File: src/rtl/idx_window_pkg.sv
package idx_window_pkg;

   typedef enum logic [1:0] {
      ST_IDLE = 2'd0,
      ST_MEM  = 2'd1,
      ST_REG  = 2'd2,
      ST_DONE = 2'd3
   } win_state_e;

   localparam int unsigned WORD_INDEX  = 0;
   localparam int unsigned WORD_WINDOW = 1;
   localparam int unsigned WORD_STATUS = 2;

   function automatic logic [2:0] size_bytes(input logic [1:0] code);
      case (code)
         2'd0:    size_bytes = 3'd1;
         2'd1:    size_bytes = 3'd2;
         default: size_bytes = 3'd4;
      endcase
   endfunction

endpackage

File: src/rtl/idx_window_decode.sv
module idx_window_decode
   import idx_window_pkg::*;
#(
   parameter int unsigned MEM_BYTES = 1048576,
   parameter int unsigned MEM_AW    = 20,
   parameter int unsigned REG_AW    = 14,
   parameter int unsigned HOST_AW   = 4
) (
   input  logic [31:0]         index,
   input  logic [HOST_AW-1:0]  host_addr,
   input  logic [1:0]          host_size,
   output logic                sel_index,
   output logic                sel_window,
   output logic                sel_status,
   output logic                win_mem,
   output logic                win_reg,
   output logic                win_bad,
   output logic [2:0]          nbytes,
   output logic [MEM_AW-1:0]   mem_addr,
   output logic [REG_AW-1:0]   reg_addr
);
   localparam int unsigned WW = HOST_AW - 2;

   logic [WW-1:0] word;
   logic          mem_space;
   logic          fits;
   logic          above_local;

   assign word       = host_addr[HOST_AW-1:2];
   assign sel_index  = (word == WW'(WORD_INDEX));
   assign sel_window = (word == WW'(WORD_WINDOW));
   assign sel_status = (word == WW'(WORD_STATUS));
   assign nbytes     = size_bytes(host_size);

   // memory space: end of access must not pass the memory size
   assign mem_space   = index[31];
   assign fits        = ({2'b00, index[30:0]} + 33'(nbytes)) <= 33'(MEM_BYTES);
   // register space: indices 0..7 alias the local registers
   assign above_local = (index[30:3] != '0);

   assign win_mem = sel_window &  mem_space & fits;
   assign win_reg = sel_window & ~mem_space & above_local;
   assign win_bad = sel_window & ~win_mem & ~win_reg;

   assign mem_addr = index[MEM_AW-1:0];
   assign reg_addr = index[REG_AW-1:0] + REG_AW'(host_addr[1:0]);

endmodule

File: src/rtl/idx_window_lane.sv
module idx_window_lane #(
   parameter int unsigned LANES = 4
) (
   input  logic [2:0]         nbytes,
   input  logic [8*LANES-1:0] din,
   output logic [8*LANES-1:0] dout
);
   for (genvar i = 0; i < LANES; i++) begin : g_lane
      assign dout[8*i +: 8] = (3'(i) < nbytes) ? din[8*i +: 8] : 8'h00;
   end
endmodule

File: src/rtl/idx_window_fsm.sv
module idx_window_fsm
   import idx_window_pkg::*;
(
   input  logic clk,
   input  logic rst_n,
   input  logic start_mem,
   input  logic start_reg,
   input  logic mem_ack,
   input  logic reg_ack,
   output logic idle,
   output logic mem_req,
   output logic reg_req,
   output logic done
);
   win_state_e st, st_n;

   always_comb begin
      st_n = st;
      case (st)
         ST_IDLE: begin
            if (start_mem)      st_n = ST_MEM;
            else if (start_reg) st_n = ST_REG;
         end
         ST_MEM:  if (mem_ack) st_n = ST_DONE;
         ST_REG:  if (reg_ack) st_n = ST_DONE;
         ST_DONE: st_n = ST_IDLE;
         default: st_n = ST_IDLE;
      endcase
   end

   always_ff @(posedge clk or negedge rst_n) begin
      if (!rst_n) st <= ST_IDLE;
      else        st <= st_n;
   end

   assign idle    = (st == ST_IDLE);
   assign mem_req = (st == ST_MEM);
   assign reg_req = (st == ST_REG);
   assign done    = (st == ST_DONE);

   // a request stays up until its target acknowledges
   a_r6_mem_hold: assert property (@(posedge clk) disable iff (!rst_n)
      mem_req && !mem_ack |=> mem_req);
   a_r6_reg_hold: assert property (@(posedge clk) disable iff (!rst_n)
      reg_req && !reg_ack |=> reg_req);
   // completion only follows an acknowledge
   a_r6_done_after_ack: assert property (@(posedge clk) disable iff (!rst_n)
      $rose(done) |-> $past((mem_req && mem_ack) || (reg_req && reg_ack)));

endmodule

File: src/rtl/idx_window.sv
module idx_window
   import idx_window_pkg::*;
#(
   parameter int unsigned MEM_BYTES = 1048576,
   parameter int unsigned REG_AW    = 14,
   parameter int unsigned HOST_AW   = 4,
   localparam int unsigned MEM_AW   = $clog2(MEM_BYTES)
) (
   input  logic               clk,
   input  logic               rst_n,
   input  logic               host_valid,
   input  logic               host_write,
   input  logic [HOST_AW-1:0] host_addr,
   input  logic [1:0]         host_size,
   input  logic [31:0]        host_wdata,
   output logic [31:0]        host_rdata,
   output logic               host_wait,
   output logic               mem_req,
   output logic               mem_write,
   output logic [MEM_AW-1:0]  mem_addr,
   output logic [1:0]         mem_size,
   output logic [31:0]        mem_wdata,
   input  logic               mem_ack,
   input  logic [31:0]        mem_rdata,
   output logic               reg_req,
   output logic               reg_write,
   output logic [REG_AW-1:0]  reg_addr,
   output logic [1:0]         reg_size,
   output logic [31:0]        reg_wdata,
   input  logic               reg_ack,
   input  logic [31:0]        reg_rdata,
   output logic               win_err
);
   if (MEM_BYTES < 4) begin : g_bad_mem
      $error("idx_window: MEM_BYTES must be at least 4");
   end
   if (MEM_AW > 31) begin : g_bad_memaw
      $error("idx_window: memory must fit 31 address bits");
   end
   if (REG_AW < 4 || REG_AW > 31) begin : g_bad_regaw
      $error("idx_window: REG_AW out of range");
   end
   if (HOST_AW < 4) begin : g_bad_hostaw
      $error("idx_window: HOST_AW must cover four words");
   end

   logic [31:0]       index_q;
   logic              err_q;
   logic              sel_index, sel_window, sel_status;
   logic              win_mem, win_reg, win_bad;
   logic [2:0]        nbytes;
   logic [MEM_AW-1:0] dec_mem_addr;
   logic [REG_AW-1:0] dec_reg_addr;
   logic              idle, done, accept, clr_err;
   logic              q_write;
   logic [1:0]        q_size;
   logic [2:0]        q_nb;
   logic [MEM_AW-1:0] q_mem_addr;
   logic [REG_AW-1:0] q_reg_addr;
   logic [31:0]       q_wdata, wr_masked, rd_raw, rd_masked, rsp_q;

   idx_window_decode #(
      .MEM_BYTES(MEM_BYTES), .MEM_AW(MEM_AW), .REG_AW(REG_AW), .HOST_AW(HOST_AW)
   ) u_dec (
      .index(index_q), .host_addr(host_addr), .host_size(host_size),
      .sel_index(sel_index), .sel_window(sel_window), .sel_status(sel_status),
      .win_mem(win_mem), .win_reg(win_reg), .win_bad(win_bad),
      .nbytes(nbytes), .mem_addr(dec_mem_addr), .reg_addr(dec_reg_addr)
   );

   idx_window_lane #(.LANES(4)) u_wlane (
      .nbytes(nbytes), .din(host_wdata), .dout(wr_masked)
   );

   assign rd_raw = mem_req ? mem_rdata : reg_rdata;

   idx_window_lane #(.LANES(4)) u_rlane (
      .nbytes(q_nb), .din(rd_raw), .dout(rd_masked)
   );

   assign accept  = host_valid & idle;
   assign clr_err = accept & host_write & sel_status & host_wdata[0];

   idx_window_fsm u_fsm (
      .clk(clk), .rst_n(rst_n),
      .start_mem(accept & win_mem), .start_reg(accept & win_reg),
      .mem_ack(mem_ack), .reg_ack(reg_ack),
      .idle(idle), .mem_req(mem_req), .reg_req(reg_req), .done(done)
   );

   always_ff @(posedge clk or negedge rst_n) begin
      if (!rst_n) begin
         index_q <= '0;
         err_q   <= 1'b0;
      end else begin
         if (accept && host_write && sel_index) index_q <= host_wdata;
         if (accept && win_bad)                 err_q <= 1'b1;
         else if (clr_err)                      err_q <= 1'b0;
      end
   end

   always_ff @(posedge clk or negedge rst_n) begin
      if (!rst_n) begin
         q_write    <= 1'b0;
         q_size     <= '0;
         q_nb       <= 3'd1;
         q_mem_addr <= '0;
         q_reg_addr <= '0;
         q_wdata    <= '0;
      end else if (accept && (win_mem || win_reg)) begin
         q_write    <= host_write;
         q_size     <= host_size;
         q_nb       <= nbytes;
         q_mem_addr <= dec_mem_addr;
         q_reg_addr <= dec_reg_addr;
         q_wdata    <= wr_masked;
      end
   end

   always_ff @(posedge clk or negedge rst_n) begin
      if (!rst_n) rsp_q <= '0;
      else if ((mem_req && mem_ack) || (reg_req && reg_ack))
         rsp_q <= q_write ? '0 : rd_masked;
   end

   always_comb begin
      host_rdata = '0;
      if (done) host_rdata = rsp_q;
      else if (idle) begin
         if (sel_index)       host_rdata = index_q;
         else if (sel_status) host_rdata = {31'b0, err_q};
      end
   end

   assign host_wait = mem_req | reg_req | (accept & (win_mem | win_reg));

   assign mem_write = q_write;
   assign mem_addr  = q_mem_addr;
   assign mem_size  = q_size;
   assign mem_wdata = q_wdata;
   assign reg_write = q_write;
   assign reg_addr  = q_reg_addr;
   assign reg_size  = q_size;
   assign reg_wdata = q_wdata;
   assign win_err   = err_q;

   // every issued memory request lies inside memory
   a_r3_mem_in_range: assert property (@(posedge clk) disable iff (!rst_n)
      mem_req |-> (33'(mem_addr) + 33'(size_bytes(mem_size))) <= 33'(MEM_BYTES));
   // a refused access raises the error bit on the next edge
   a_r5_refuse_flags: assert property (@(posedge clk) disable iff (!rst_n)
      accept && win_bad |=> win_err);
   // the error bit only falls on a write of 1 to the status word
   a_r7_err_sticky: assert property (@(posedge clk) disable iff (!rst_n)
      win_err && !clr_err |=> win_err);
   // the index only changes on a host write to it
   a_r1_index_hold: assert property (@(posedge clk) disable iff (!rst_n)
      !(accept && host_write && sel_index) |=> $stable(index_q));
   // the host is stalled while a target request is pending
   a_r6_wait_pending: assert property (@(posedge clk) disable iff (!rst_n)
      (mem_req || reg_req) |-> host_wait);

endmodule

File: config.mk
export PLATFORM = sky130hd
export DESIGN_NAME = idx_window
export DESIGN_NICKNAME = d
export VERILOG_FILES = /design/src/rtl/idx_window_pkg.sv /design/src/rtl/idx_window_decode.sv /design/src/rtl/idx_window_lane.sv /design/src/rtl/idx_window_fsm.sv /design/src/rtl/idx_window.sv
export SDC_FILE = /design/constraint.sdc
export NUM_CORES = 1
export LEC_CHECK = 0
export BUFFER_PORTS_ARGS = -buffer_cell sky130_fd_sc_hd__buf_2
export CELL_PAD_IN_SITES_DETAIL_PLACEMENT = 2
export CELL_PAD_IN_SITES_GLOBAL_PLACEMENT = 2
export CORE_UTILIZATION = 36
export DETAILED_ROUTE_END_ITERATION = 8
export GPL_TIMING_DRIVEN = 0
export PLACE_DENSITY_LB_ADDON = 0.1
export SYNTH_ARGS = -nofsm -noshare
export SYNTH_HDL_FRONTEND = slang
export SYNTH_HIERARCHICAL = 1
export SYNTH_SLANG_ARGS = --single-unit
File: constraint.sdc
create_clock -name clk -period 9 [get_ports clk]
set_clock_uncertainty 0.2 [all_clocks]
set_input_delay 1.35 -clock clk [delete_from_list [all_inputs] [get_ports clk]]
set_output_delay 1.35 -clock clk [all_outputs]
set_load 0.01 [all_outputs]
==> impl_metrics.tcl <==
set metrics [dict create \
    synth_edf_count 0 \
    syn_area_per_cell_um2 11.5 \
    rsz0062_at_grt "false" \
    dp_hpwl_mm 20.7 \
    ir_drop_uv 128 \
    reg2reg_depth 12 \
    initial_core_util 0.371 \
    final_cells 1330 \
    grt_overflow 0 \
    clkSlewWorstSetupHoldPaths_ns 0.06 \
    synth_commonest_cells "mux2_2 (159), dfrtp_1 (138), nor2b_1 (69), buf_4 (60), a22o_1 (32)" \
    htreeDepth 4 \
    tightest_slew_ns 0.895 \
    cp_max_fo 10 \
    fin_area_um2 10800 \
    setup_viol 0 \
    synth-main-ff-cell "dfrtp_1" \
    cts_buffers 17 \
    ys_ff_latch 139 \
    worstPathArrival_ns 5.38 \
    post-route-worst-setup-slack_ns 2.07 \
    reg2reg_from "index_q[0]$_DFFE_PN0P_" \
    clkSinkCount 139 \
    routabilityCongestion 0.832 \
    area_growth_pct 27.1 \
    ios 248 \
    synth-async-reset-ratio 1.00 \
    yosysWarnings 6 \
    netlist_area_um2 8490 \
    cts_buffer_depth 2 \
    reg2reg_slack_ns 4.60 \
    period_share 0.770 \
    yosysTopAreaCellShare 0.407 \
    synth_cell_types 66 \
    synthCells 737 \
    rr_endpoint "mem_addr[13]$_DFFE_PN0P_" \
    p_int_w 0.00221 \
    synth_top_area_cell "dfrtp_1" \
    cts-resized-gates 0 \
    die-width_um 156 \
    critPathLaunch "host_size[0]" \
    ys_seq_area_frac 0.410 \
    wl_met2_mm 13.7 \
    end_kind "output pin" \
    dr.pass1.iters 4 \
    max_slew_margin 0.402 \
    fin_setup_tns_ns 0 \
    clkPwrFrac 0.218 \
    wirelength_mm 27.4 \
    wl_per_cell_um 20.6 \
    swShare 0.381 \
    status "complete, no violations" \
    hold_ws_ns 0.301 \
    grt_pass1_wl_mm 42.4 \
    synth_top_cells_by_area "dfrtp_1 (41%), mux2_2 (21%), buf_4 (5.3%), nor2b_1 (5.1%), a22o_1 (3.3%)" \
    cts_root_buffer "clkbuf_16" \
    synth_fp_nets 856 \
    nNetsFinal 1123 \
    vias_per_cell 5.06 \
    cp-start-kind "input port" \
    drive_above_1_share 0.560 \
    dp_cells 1298 \
    endpoint "host_wait" \
    cts_hold_buf 0 \
    via_count 6732 \
    core_region_area_um2 22900 \
    drc 0 \
    fmax_mhz 144 \
    grt_usage 0.233 \
    antenna_left 0 \
    power.density_nw_per_um2 331 \
    yosysMostFrequentCell "mux2_2" \
    die_h_um 156 \
    drtIter0Drc 202 \
    std_cell_rows 55 \
    dr.max_layer_used "met4" \
    finalHoldViolCount 0 \
    cts_tree "built" \
    final_max_slew_viol_count 0 \
    worst_ep_required_time_ns 7.45 \
    port_buffers 247 \
    grt_max_degree 72 \
    post_dp_cell_area_um2 10200 \
    cts_setup_buffers 0 \
    antenna_found_initial 2 \
    clock_latency_ns 0.43 \
    die-area_um2 24200 \
    p_sw_w 0.00136 \
    wl_met1_mm 12.0 \
    fin_crit_ns 6.93 \
    wl_met3_mm 1.44 \
    min_path_type "flip-flop to flip-flop" \
    place_ws_ns 2.06 \
    drv_cap 0 \
    combinationalPowerShare 0.442 \
    leakagePower_nw 5.42 \
    worstSetupPathType "input port to output pin" \
    power_frac_seq 0.340 \
    grt_pass1_vias 7393 \
]
-- worst max-delay path, stage by stage --
cell	delay (ns)
buf_2	0.13
nor2b_1	0.73
fa_1	0.38
a21oi_1	0.17
or3_1	0.39
o41ai_1	0.41
o221ai_1	0.21
nor4_1	0.33
nor2_1	0.11
nor3_1	0.38
o211ai_4	0.29
clkbuf_8	0.30
nand2_1	0.07
buf_2	0.12
-- kinds of logic (layout without fill, tap and decap cells) --
kind of cell	Yosys count	count (layout)	share of synthesized area
flops	139	139	0.410
other cells	0	2	0
xor+xnor	20	20	0.0206
simple gates	217	217	0.163
fa+ha+maj	11	11	0.0180
buf+inv	107	385	0.0885
compound gates	73	73	0.0711
mux	170	170	0.229
-- how the worst min path moves through the flow --
stage	start	to	slack, ns	cells after the start
floorplan	rsp_q[0]$_DFFE_PN0P_	rsp_q[0]$_DFFE_PN0P_	0.28	1
global placement	mem_addr[19]$_DFFE_PN0P_	mem_addr[19]$_DFFE_PN0P_	0.29	1
detailed placement	mem_addr[12]$_DFFE_PN0P_	mem_addr[12]$_DFFE_PN0P_	0.29	1
CTS	mem_addr[12]$_DFFE_PN0P_	mem_addr[12]$_DFFE_PN0P_	0.31	1
global route	reg_addr[13]$_DFFE_PN0P_	reg_addr[13]$_DFFE_PN0P_	0.32	1
finish	mem_addr[8]$_DFFE_PN0P_	mem_addr[8]$_DFFE_PN0P_	0.30	1
-- layout make-up --
type	instances	area [µm²]
flip-flops and latches	139	3480
fillers	2440	12100
clock buffers	19	443
multi-input cells	491	4260
well taps	313	392
diodes	2	5.00
plain buffers	94	703
inverters	13	48.8
repair buffers	248	1270
clock inverters	11	195
-- per-stage QoR --
stage / utilization / power [W]
after global placement: 0.442 / 0.00275
after global routing: 0.471 / 0.00379
after CTS: 0.471 / 0.00362
final: 0.471 / 0.00358
after floorplan: - / 0.00218
after detailed placement: 0.443 / 0.00281
-- cells in the final DEF, fill, tap and decap left out, types with 10 or more instances in the layout --
cell type	count
mux2_2	159
nand2_1	15
buf_4	60
inv_1	13
clkbuf_16	17
nor2b_2	16
nor2b_1	69
a21oi_1	10
and2_1	18
nand3_1	15
dfrtp_1	138
xnor2_1	17
nor2_1	20
a22o_1	32
buf_2	259
-- per-layer routing --
layer	GRT usage	up-vias
met5	0	-
met4	0.0616	0
met3	0.0417	20
met2	0.406	195
met1	0.297	3423
li1	-	3094
-- flip-flops by register name, summed over array words and instances (netlist names) --
name / cells
index_q: 32
mem_wdata: 32
rsp_q: 32
mem_addr: 20
reg_addr: 14
q_nb: 3
mem_size: 2
u_fsm/st: 2
mem_write: 1
win_err: 1
-- power groups by stage --
| stage | Combinational (W) | Clock [W] | Sequential, W |
|---|---|---|---|
| after global routing | 0.00172 | 0.000821 | 0.00125 |
| after CTS | 0.00160 | 0.000798 | 0.00122 |
| after global placement | 0.00154 | 0 | 0.00121 |
| after floorplan | 0.00104 | 0 | 0.00114 |
| final | 0.00158 | 0.000780 | 0.00122 |
| after detailed placement | 0.00159 | 0 | 0.00122 |
(Power assumes the default switching activity.)
